===== src/rtl/nybble_alu_pkg.sv =====
package nybble_alu_pkg;

    localparam int unsigned NYB_W   = 4;
    localparam int unsigned OP_W    = 3;
    localparam int unsigned FLAG_W  = 4;

    typedef enum logic [OP_W-1:0] {
        OP_ADC = 3'd0,
        OP_SBB = 3'd1,
        OP_AND = 3'd2,
        OP_OR  = 3'd3,
        OP_XOR = 3'd4,
        OP_ROL = 3'd5,
        OP_ROR = 3'd6,
        OP_CMP = 3'd7
    } alu_op_e;

    typedef struct packed {
        logic o;
        logic c;
        logic z;
        logic n;
    } alu_flags_t;

    typedef enum logic [1:0] {
        LOG_AND = 2'd0,
        LOG_OR  = 2'd1,
        LOG_XOR = 2'd2
    } log_sel_e;

    localparam alu_flags_t MASK_ARITH = '{o: 1'b1, c: 1'b1, z: 1'b1, n: 1'b1};
    localparam alu_flags_t MASK_ROT   = '{o: 1'b0, c: 1'b1, z: 1'b1, n: 1'b1};
    localparam alu_flags_t MASK_LOGIC = '{o: 1'b0, c: 1'b0, z: 1'b1, n: 1'b1};
    localparam alu_flags_t MASK_CMP   = '{o: 1'b0, c: 1'b1, z: 1'b1, n: 1'b0};

    function automatic alu_flags_t mask_for(input alu_op_e op);
        alu_flags_t m;
        case (op)
            OP_ADC, OP_SBB:         m = MASK_ARITH;
            OP_ROL, OP_ROR:         m = MASK_ROT;
            OP_AND, OP_OR, OP_XOR:  m = MASK_LOGIC;
            default:                m = MASK_CMP;
        endcase
        return m;
    endfunction

endpackage


===== src/rtl/nybble_arith.sv =====
module nybble_arith
    import nybble_alu_pkg::*;
#(
    parameter int unsigned W = NYB_W
) (
    input  logic [W-1:0] src_i,
    input  logic [W-1:0] tgt_i,
    input  logic         cin_i,
    input  logic         sub_i,
    output logic [W-1:0] sum_o,
    output logic         cout_o,
    output logic         ovf_o
);
    localparam int unsigned MSB = W - 1;

    logic [W-1:0] opb;
    logic [W:0]   wide;

    always_comb begin
        opb    = sub_i ? ~tgt_i : tgt_i;
        wide   = {1'b0, src_i} + {1'b0, opb} + {{W{1'b0}}, cin_i};
        sum_o  = wide[W-1:0];
        cout_o = wide[W];
        ovf_o  = (src_i[MSB] == opb[MSB]) && (wide[MSB] != src_i[MSB]);
    end
endmodule


===== src/rtl/nybble_logic.sv =====
module nybble_logic
    import nybble_alu_pkg::*;
#(
    parameter int unsigned W = NYB_W
) (
    input  logic [W-1:0] src_i,
    input  logic [W-1:0] tgt_i,
    input  log_sel_e     sel_i,
    output logic [W-1:0] res_o
);
    for (genvar b = 0; b < W; b++) begin : g_bit
        always_comb begin
            case (sel_i)
                LOG_AND: res_o[b] = src_i[b] & tgt_i[b];
                LOG_OR:  res_o[b] = src_i[b] | tgt_i[b];
                default: res_o[b] = src_i[b] ^ tgt_i[b];
            endcase
        end
    end
endmodule


===== src/rtl/nybble_rotate.sv =====
module nybble_rotate
    import nybble_alu_pkg::*;
#(
    parameter int unsigned W = NYB_W
) (
    input  logic [W-1:0] val_i,
    input  logic         cin_i,
    input  logic         left_i,
    output logic [W-1:0] res_o,
    output logic         cout_o
);
    localparam int unsigned MSB = W - 1;

    always_comb begin
        if (left_i) begin
            res_o  = {val_i[MSB-1:0], cin_i};
            cout_o = val_i[MSB];
        end else begin
            res_o  = {cin_i, val_i[MSB:1]};
            cout_o = val_i[0];
        end
    end
endmodule


===== src/rtl/nybble_compare.sv =====
module nybble_compare
    import nybble_alu_pkg::*;
#(
    parameter int unsigned W = NYB_W
) (
    input  logic [W-1:0] src_i,
    input  logic [W-1:0] tgt_i,
    output logic         eq_o,
    output logic         gt_o
);
    always_comb begin
        eq_o = (src_i == tgt_i);
        gt_o = (src_i > tgt_i);
    end
endmodule


===== src/rtl/nybble_alu.sv =====
module nybble_alu
    import nybble_alu_pkg::*;
#(
    parameter int unsigned W = NYB_W
) (
    input  logic [W-1:0]      src_i,
    input  logic [W-1:0]      tgt_i,
    input  logic              carry_i,
    input  logic [OP_W-1:0]   op_i,
    output logic [W-1:0]      res_o,
    output logic              res_valid_o,
    output logic [FLAG_W-1:0] flg_o,
    output logic [FLAG_W-1:0] flg_we_o
);
    localparam int unsigned MSB = W - 1;

    alu_op_e    op;
    log_sel_e   lsel;
    logic [W-1:0] ar_sum, lg_res, rt_res;
    logic       ar_cout, ar_ovf, rt_cout, cp_eq, cp_gt;
    alu_flags_t fl, we;
    logic [W-1:0] res;

    assign op = alu_op_e'(op_i);

    always_comb begin
        case (op)
            OP_AND:  lsel = LOG_AND;
            OP_OR:   lsel = LOG_OR;
            default: lsel = LOG_XOR;
        endcase
    end

    nybble_arith #(.W(W)) u_arith (
        .src_i  (src_i),
        .tgt_i  (tgt_i),
        .cin_i  (carry_i),
        .sub_i  (op == OP_SBB),
        .sum_o  (ar_sum),
        .cout_o (ar_cout),
        .ovf_o  (ar_ovf)
    );

    nybble_logic #(.W(W)) u_logic (
        .src_i (src_i),
        .tgt_i (tgt_i),
        .sel_i (lsel),
        .res_o (lg_res)
    );

    nybble_rotate #(.W(W)) u_rot (
        .val_i  (tgt_i),
        .cin_i  (carry_i),
        .left_i (op == OP_ROL),
        .res_o  (rt_res),
        .cout_o (rt_cout)
    );

    nybble_compare #(.W(W)) u_cmp (
        .src_i (src_i),
        .tgt_i (tgt_i),
        .eq_o  (cp_eq),
        .gt_o  (cp_gt)
    );

    always_comb begin
        fl = '0;
        we = mask_for(op);
        case (op)
            OP_ADC, OP_SBB: begin
                res  = ar_sum;
                fl.c = ar_cout;
                fl.o = ar_ovf;
            end
            OP_ROL, OP_ROR: begin
                res  = rt_res;
                fl.c = rt_cout;
            end
            OP_AND, OP_OR, OP_XOR: begin
                res = lg_res;
            end
            default: begin
                res  = tgt_i;
                fl.c = cp_gt;
                fl.z = cp_eq;
            end
        endcase
        if (op != OP_CMP) begin
            fl.z = (res == '0);
            fl.n = res[MSB];
        end
        fl = fl & we;
    end

    assign res_o       = res;
    assign res_valid_o = (op != OP_CMP);
    assign flg_o       = fl;
    assign flg_we_o    = we;
endmodule


===== config.mk =====
export PLATFORM = sky130hd
export DESIGN_NAME = nybble_alu
export DESIGN_NICKNAME = d
export VERILOG_FILES = /design/src/rtl/nybble_alu_pkg.sv /design/src/rtl/nybble_arith.sv /design/src/rtl/nybble_logic.sv /design/src/rtl/nybble_rotate.sv /design/src/rtl/nybble_compare.sv /design/src/rtl/nybble_alu.sv
export SDC_FILE = /design/constraint.sdc
export NUM_CORES = 1
export LEC_CHECK = 0
export ABC_AREA = 1
export BUFFER_PORTS_ARGS = -buffer_cell sky130_fd_sc_hd__buf_4
export CAP_MARGIN = 20
export CORE_MARGIN = 2
export CORE_UTILIZATION = 56
export DETAILED_ROUTE_END_ITERATION = 16
export MAX_ROUTING_LAYER = met4
export PLACE_DENSITY_LB_ADDON = 0.25
export SYNTH_ARGS = -nofsm -noshare
export SYNTH_HDL_FRONTEND = slang
export SYNTH_SLANG_ARGS = --single-unit

===== constraint.sdc =====
create_clock -name vclk -period 3.9
set_input_delay 0.78 -clock vclk [all_inputs]
set_output_delay 0.78 -clock vclk [all_outputs]
set_load 0.005 [all_outputs]

; ---- Word-level counts from Yosys, hierarchy flattened
; Index checks and enable logic that the tools add are counted.
[word_totals]
register_bits = 0
[classes]
n_eq_ne = 11
add_sub_neg = 2
mux = 14
n_bitwise = 14
n_reduce_logical = 8
order_cmp = 1
[ops]
columns = operator, n
row1 = $pmux W4 S3, 2
row2 = $eq A3 B3 Y1 const B, 3
row3 = $mux W4, 2
row4 = $pmux W1 S2, 4
row5 = $reduce_or A7 Y1, 1
row6 = $eq A3 B2 Y1 const B, 2
row7 = $add A4 B4 Y5, 1
row8 = $add A5 B1 Y5, 1
row9 = $and A1 B1 Y1, 4
row10 = $and A4 B4 Y4, 1
row11 = $eq A4 B4 Y1, 1
row12 = $gt A4 B4 Y1, 1
row13 = $logic_not A4 Y1, 1
row14 = $not A4 Y4, 1
row15 = $or A1 B1 Y1, 4
row16 = $pmux W2 S2, 1
row17 = $reduce_or A2 Y1, 2
row18 = $xor A1 B1 Y1, 4
row19 = $eq A3 B1 Y1 const B, 1
row20 = $logic_not A3 Y1, 1
row21 = $mux W1, 3
row22 = $ne A3 B3 Y1 const B, 1
row23 = $pmux W1 S3, 1
row24 = $reduce_or A3 Y1, 1
row25 = 6 further kinds, 6

; ---- Logic depth before layout (Yosys ltp)
[depth]
ltp_word = 8
ltp_mapped = 14
depth_no_buf = 13

; ---- Cells and area by module
; A second synthesis with hierarchy kept.
[hier_totals]
hier_cells = 161
hier_area_um2 = 975.9
[modules_own_cells]
columns = module, seq_area_each_um2, n_inst, area_each_um2, cells_per_inst
row1 = nybble_alu, 0.0, 1, 357.8, 59
row2 = nybble_arith, 0.0, 1, 217.7, 33
row3 = nybble_logic, 0.0, 1, 217.7, 34
row4 = nybble_compare, 0.0, 1, 122.6, 19
row5 = nybble_rotate, 0.0, 1, 60.1, 16

; ---- Worst setup path after synthesis
; OpenSTA, ideal clock, no wires.
[synth_path]
kind = input port to output port
startpoint = input port op_i[2]
endpoint = output port flg_o[1]
n_path_buf = 1
required_time_ps = 3120
path_stages = 13
setup_slack_ps = 571
arrival_ps = 2549
cell_sequence = buf_6 > inv_2 > nand3_4 > xor2_1 > fa_1 > fa_1 > inv_1 > nand2_1 > nand3_2 > nand3_2 > nor2_1 > nand3_1 > nand2_1
[synth_between]
elab_chain_cells = 8
word_cells_on_any_way = 28
classes_between = add/sub: 2 / eq/ne: 8 / mux: 10 / bitwise: 1 / reduce/logical: 7
[synth_lines]
columns = element, line
row1 = from (decl), nybble_alu.sv:9  ; input logic [OP_W-1:0] op_i,
row2 = $eq A3 B1 Y1 / $eq A3 B2 Y1 (equally long branches), "nybble_alu.sv:38, nybble_alu.sv:69, nybble_alu.sv:27"
row3 = $mux W4 / $pmux W2 S2 (equally long branches), "nybble_arith.sv:20, nybble_alu.sv:27"
row4 = $add A4 B4 Y5 (tied with other cells), nybble_arith.sv:21  ; wide = {1'b0, src_i} + {1'b0, opb} + {{W{1'b0}}, cin_i};
row5 = $add A5 B1 Y5 / $pmux W1 S2 (equally long branches), "nybble_arith.sv:21, nybble_logic.sv:13"
row6 = $pmux W4 S3, nybble_alu.sv:69  ; case (op)
row7 = $logic_not A4 Y1, nybble_alu.sv:89  ; fl.z = (res == '0);
row8 = $mux W2 (*), nybble_alu.sv:88  ; if (op != OP_CMP) begin
row9 = $and A4 B4 Y4 (*), nybble_alu.sv:92  ; fl = fl & we;
row10 = to (decl), nybble_alu.sv:12  ; output logic [FLAG_W-1:0] flg_o,
; Mark *: on every way between the ends. The rest lies on a longest branch, timed or not.

; ---- Worst setup path in the final report
[layout_path]
startpoint = input port op_i[2]
endpoint = output port flg_o[2]
[layout_between]
elab_chain_cells = 6
word_cells_on_any_way = 17
classes_between = add/sub: 2 / eq/ne: 6 / mux: 4 / bitwise: 1 / reduce/logical: 4
[layout_lines]
columns = element, line
row1 = $eq A3 B1 Y1, "nybble_alu_pkg.sv:38, nybble_alu.sv:38, nybble_alu.sv:69"
row2 = $mux W4, nybble_arith.sv:20  ; opb = sub_i ? ~tgt_i : tgt_i;
row3 = $add A4 B4 Y5, nybble_arith.sv:21
row4 = $add A5 B1 Y5, nybble_arith.sv:21
row5 = $pmux W1 S3, nybble_alu.sv:69
row6 = $and A4 B4 Y4 (*), nybble_alu.sv:92
; Marked as above.

==> results by group <==
Global route
  – Vias in the first global route: 836
  – GRT overflow: 0
  – Largest net degree at the start of global routing: 17
  – Initial antenna violation count: 0
  – First-pass GRT wire length: 3574 µm
  – Total track usage: 24.37%

Layout
  – Fin nets: 191
  – Most frequent cells in the layout: 28 x inv_1, 27 x nand2_1, 24 x buf_4
  – Synth-to-Final Area Change: 18.64%
  – Num sequential: 0
  – Commonest non-fill, non-tap cell in the layout: inv_1
  – Reg area: 0 µm²
  – CLK BUF: 0
  – # diodes: 0
  – Fillers: 154
  – Multi-input logic area: 730.7 µm²
  – Layout cells sized above 1: 25.62%

Timing
  – Setup TNS: 0 ps
  – Max Freq: 0.2736 GHz
  – Final min period: 3655 ps
  – Tcrit/Tclk final: 93.72%
  – Hold Vio Cnt, Final: 0
  – Slew Viols, Final: 0
  – Worst hold slack: 1871 ps
  – Final setup vio count: 0
  – RSZ-0062 raised after global routing: false

Worst setup path
  – CP max stage cell: fa_1
  – Buffers & Inverters on Critical Path: 4
  – Top delay family on crit path: adder cells
  – Crit-path max FO: 16
  – Crit end category: output port
  – Required @ worst endpoint: 3120 ps
  – Critical Path, Cell by Cell: buf_4 -> inv_2 -> nand3_4 -> xor2_1 -> fa_1 -> fa_1 -> inv_1 -> nand2_1 -> a21oi_1 -> o21ai_0 -> a31oi_1 -> buf_4
  – CP arrival: 2870 ps
  – Crit path launch type: input pin
  – Max incr delay on CP: 410 ps
  – Crit Path Class: in -> out

Die
  – Die height: 43.77 µm
  – Ports: 25
  – Die width: 43.77 µm
  – Core ar.: 1489 µm²
  – # rows: 14
  – Starting Density: 59.50%
  – Die area: 1916 µm²

Power and ir drop
  – P per Cell Area: 127.4 nW/µm²
  – VDD IR max: 0.00008342 V
  – Final Power: 0.0001339 W
  – P_leak: 0.6063 nW

Detailed routing
  – Via density: 5.392
  – Antenna viol nets, final: 0
  – Post-route DRC violation count: 0
  – Vias: 949
  – Overall routed net length: 2121 µm
  – Iteration-0 DRC Markers: 20
  – WL/cell: 12.05 µm
  – Drt pass-1 iters: 4

Status
  – Status: finished clean

Placement
  – DPL Wire Length: 1809 µm
  – Routability cong.: 0.9554
  – PortBufs: 24

Yosys
  – Netlist Area Pre-Place: 885.9 µm²
  – Mean post-synth cell area: 6.328 µm²
  – Post-Synthesis Net Count: 169
  – Synth unique cells: 30
  – Ys Warns: 0
  – Synthesized instance count: 140
  – Register area share after synthesis: 0%

CTS
  – Post-CTS resize count: 0
  – # hold bufs at CTS: 0
  – Post-CTS Repair Setup Buffers: 0

Worst hold path
  – Worst Hold Class: in -> out

Flow run
  – Max-Cap Viols: 0
cell families (layout without fill, tap and decap cells):
| logic type | count (synthesis) | in the layout | synth area share, % |
|---|---|---|---|
| AOI/OAI and AO/OA | 18 | 18 | 12.29 |
| xor gates and xnor gates | 4 | 4 | 3.954 |
| adders and majority gates | 17 | 17 | 25.71 |
| buffers and inverters | 36 | 56 | 17.51 |
| other | 1 | 1 | 0.4233 |
| and+or+nand+nor | 64 | 64 | 40.11 |
cell usage after synthesis:
cell type,number,share of area [%]
a21o_1,1,0.85
a21oi_1,7,4.0
a31oi_1,1,0.71
buf_2,1,0.56
buf_4,1,0.85
buf_6,2,2.5
clkinv_1,1,0.42
conb_1,1,0.42
fa_1,2,4.5
ha_1,15,21
inv_1,28,12
inv_2,3,1.3
nand2_1,27,11
nand2_2,1,0.71
nand2_4,1,1.3
nand3_1,10,5.6
nand3_2,3,3.4
nand3_4,2,4.0
nand4_1,5,3.5
nor2_1,7,3.0
nor2_2,4,2.8
nor2_4,2,2.5
nor3_2,1,1.1
o211ai_1,2,1.7
o21a_1,3,2.5
o21ai_0,2,1.1
o21ai_1,1,0.56
o31ai_1,1,0.85
or2_1,1,0.71
xor2_1,4,4.0
where the power goes:
group / total [W] / switching, W / internal [W] / leakage (nW)
Sequential: 0 / 0 / 0 / 0
Combinational: 0.000134 / 0.0000750 / 0.0000589 / 0.606
Clock: 0 / 0 / 0 / 0
Total: 0.000134 / 0.0000750 / 0.0000589 / 0.606
final cells by class:
class	count	area share [%]
inverters	32	11.43
multi-input cells	104	69.52
well taps	16	1.905
repair buffers	24	17.14
metrics by stage:
| step | util (%) | setup slack, ps | cell area [µm²] | std cells |
|---|---|---|---|---|
| 6_report | 70.59 | 245.1 | 1051 | 176 |
| 5_1_grt | 70.59 | 83.41 | 1051 | 176 |
| 4_1_cts | 70.59 | 245.9 | 1051 | 176 |
| 3_5_place_dp | 70.59 | 255.3 | 1051 | 176 |
| 3_3_place_gp | 70.59 | 313.8 | 1051 | 176 |
| 2_1_floorplan | - | 571.4 | 885.9 | 140 |
metal layers:
metal,up-vias,GRT usage [%],wire [µm]
met4,0,0,0
met2,27,44.12,1092
li1,482,-,-
met5,-,-,0
met3,0,0,78
met1,440,32.25,949
final timing paths:
path	startpoint	to	slack, ps	cells after the start
setup / recovery	op_i[2]	flg_o[2]	250	12
hold / removal	src_i[3]	flg_o[3]	1870	3
Power figures use the tool's default switching activity.
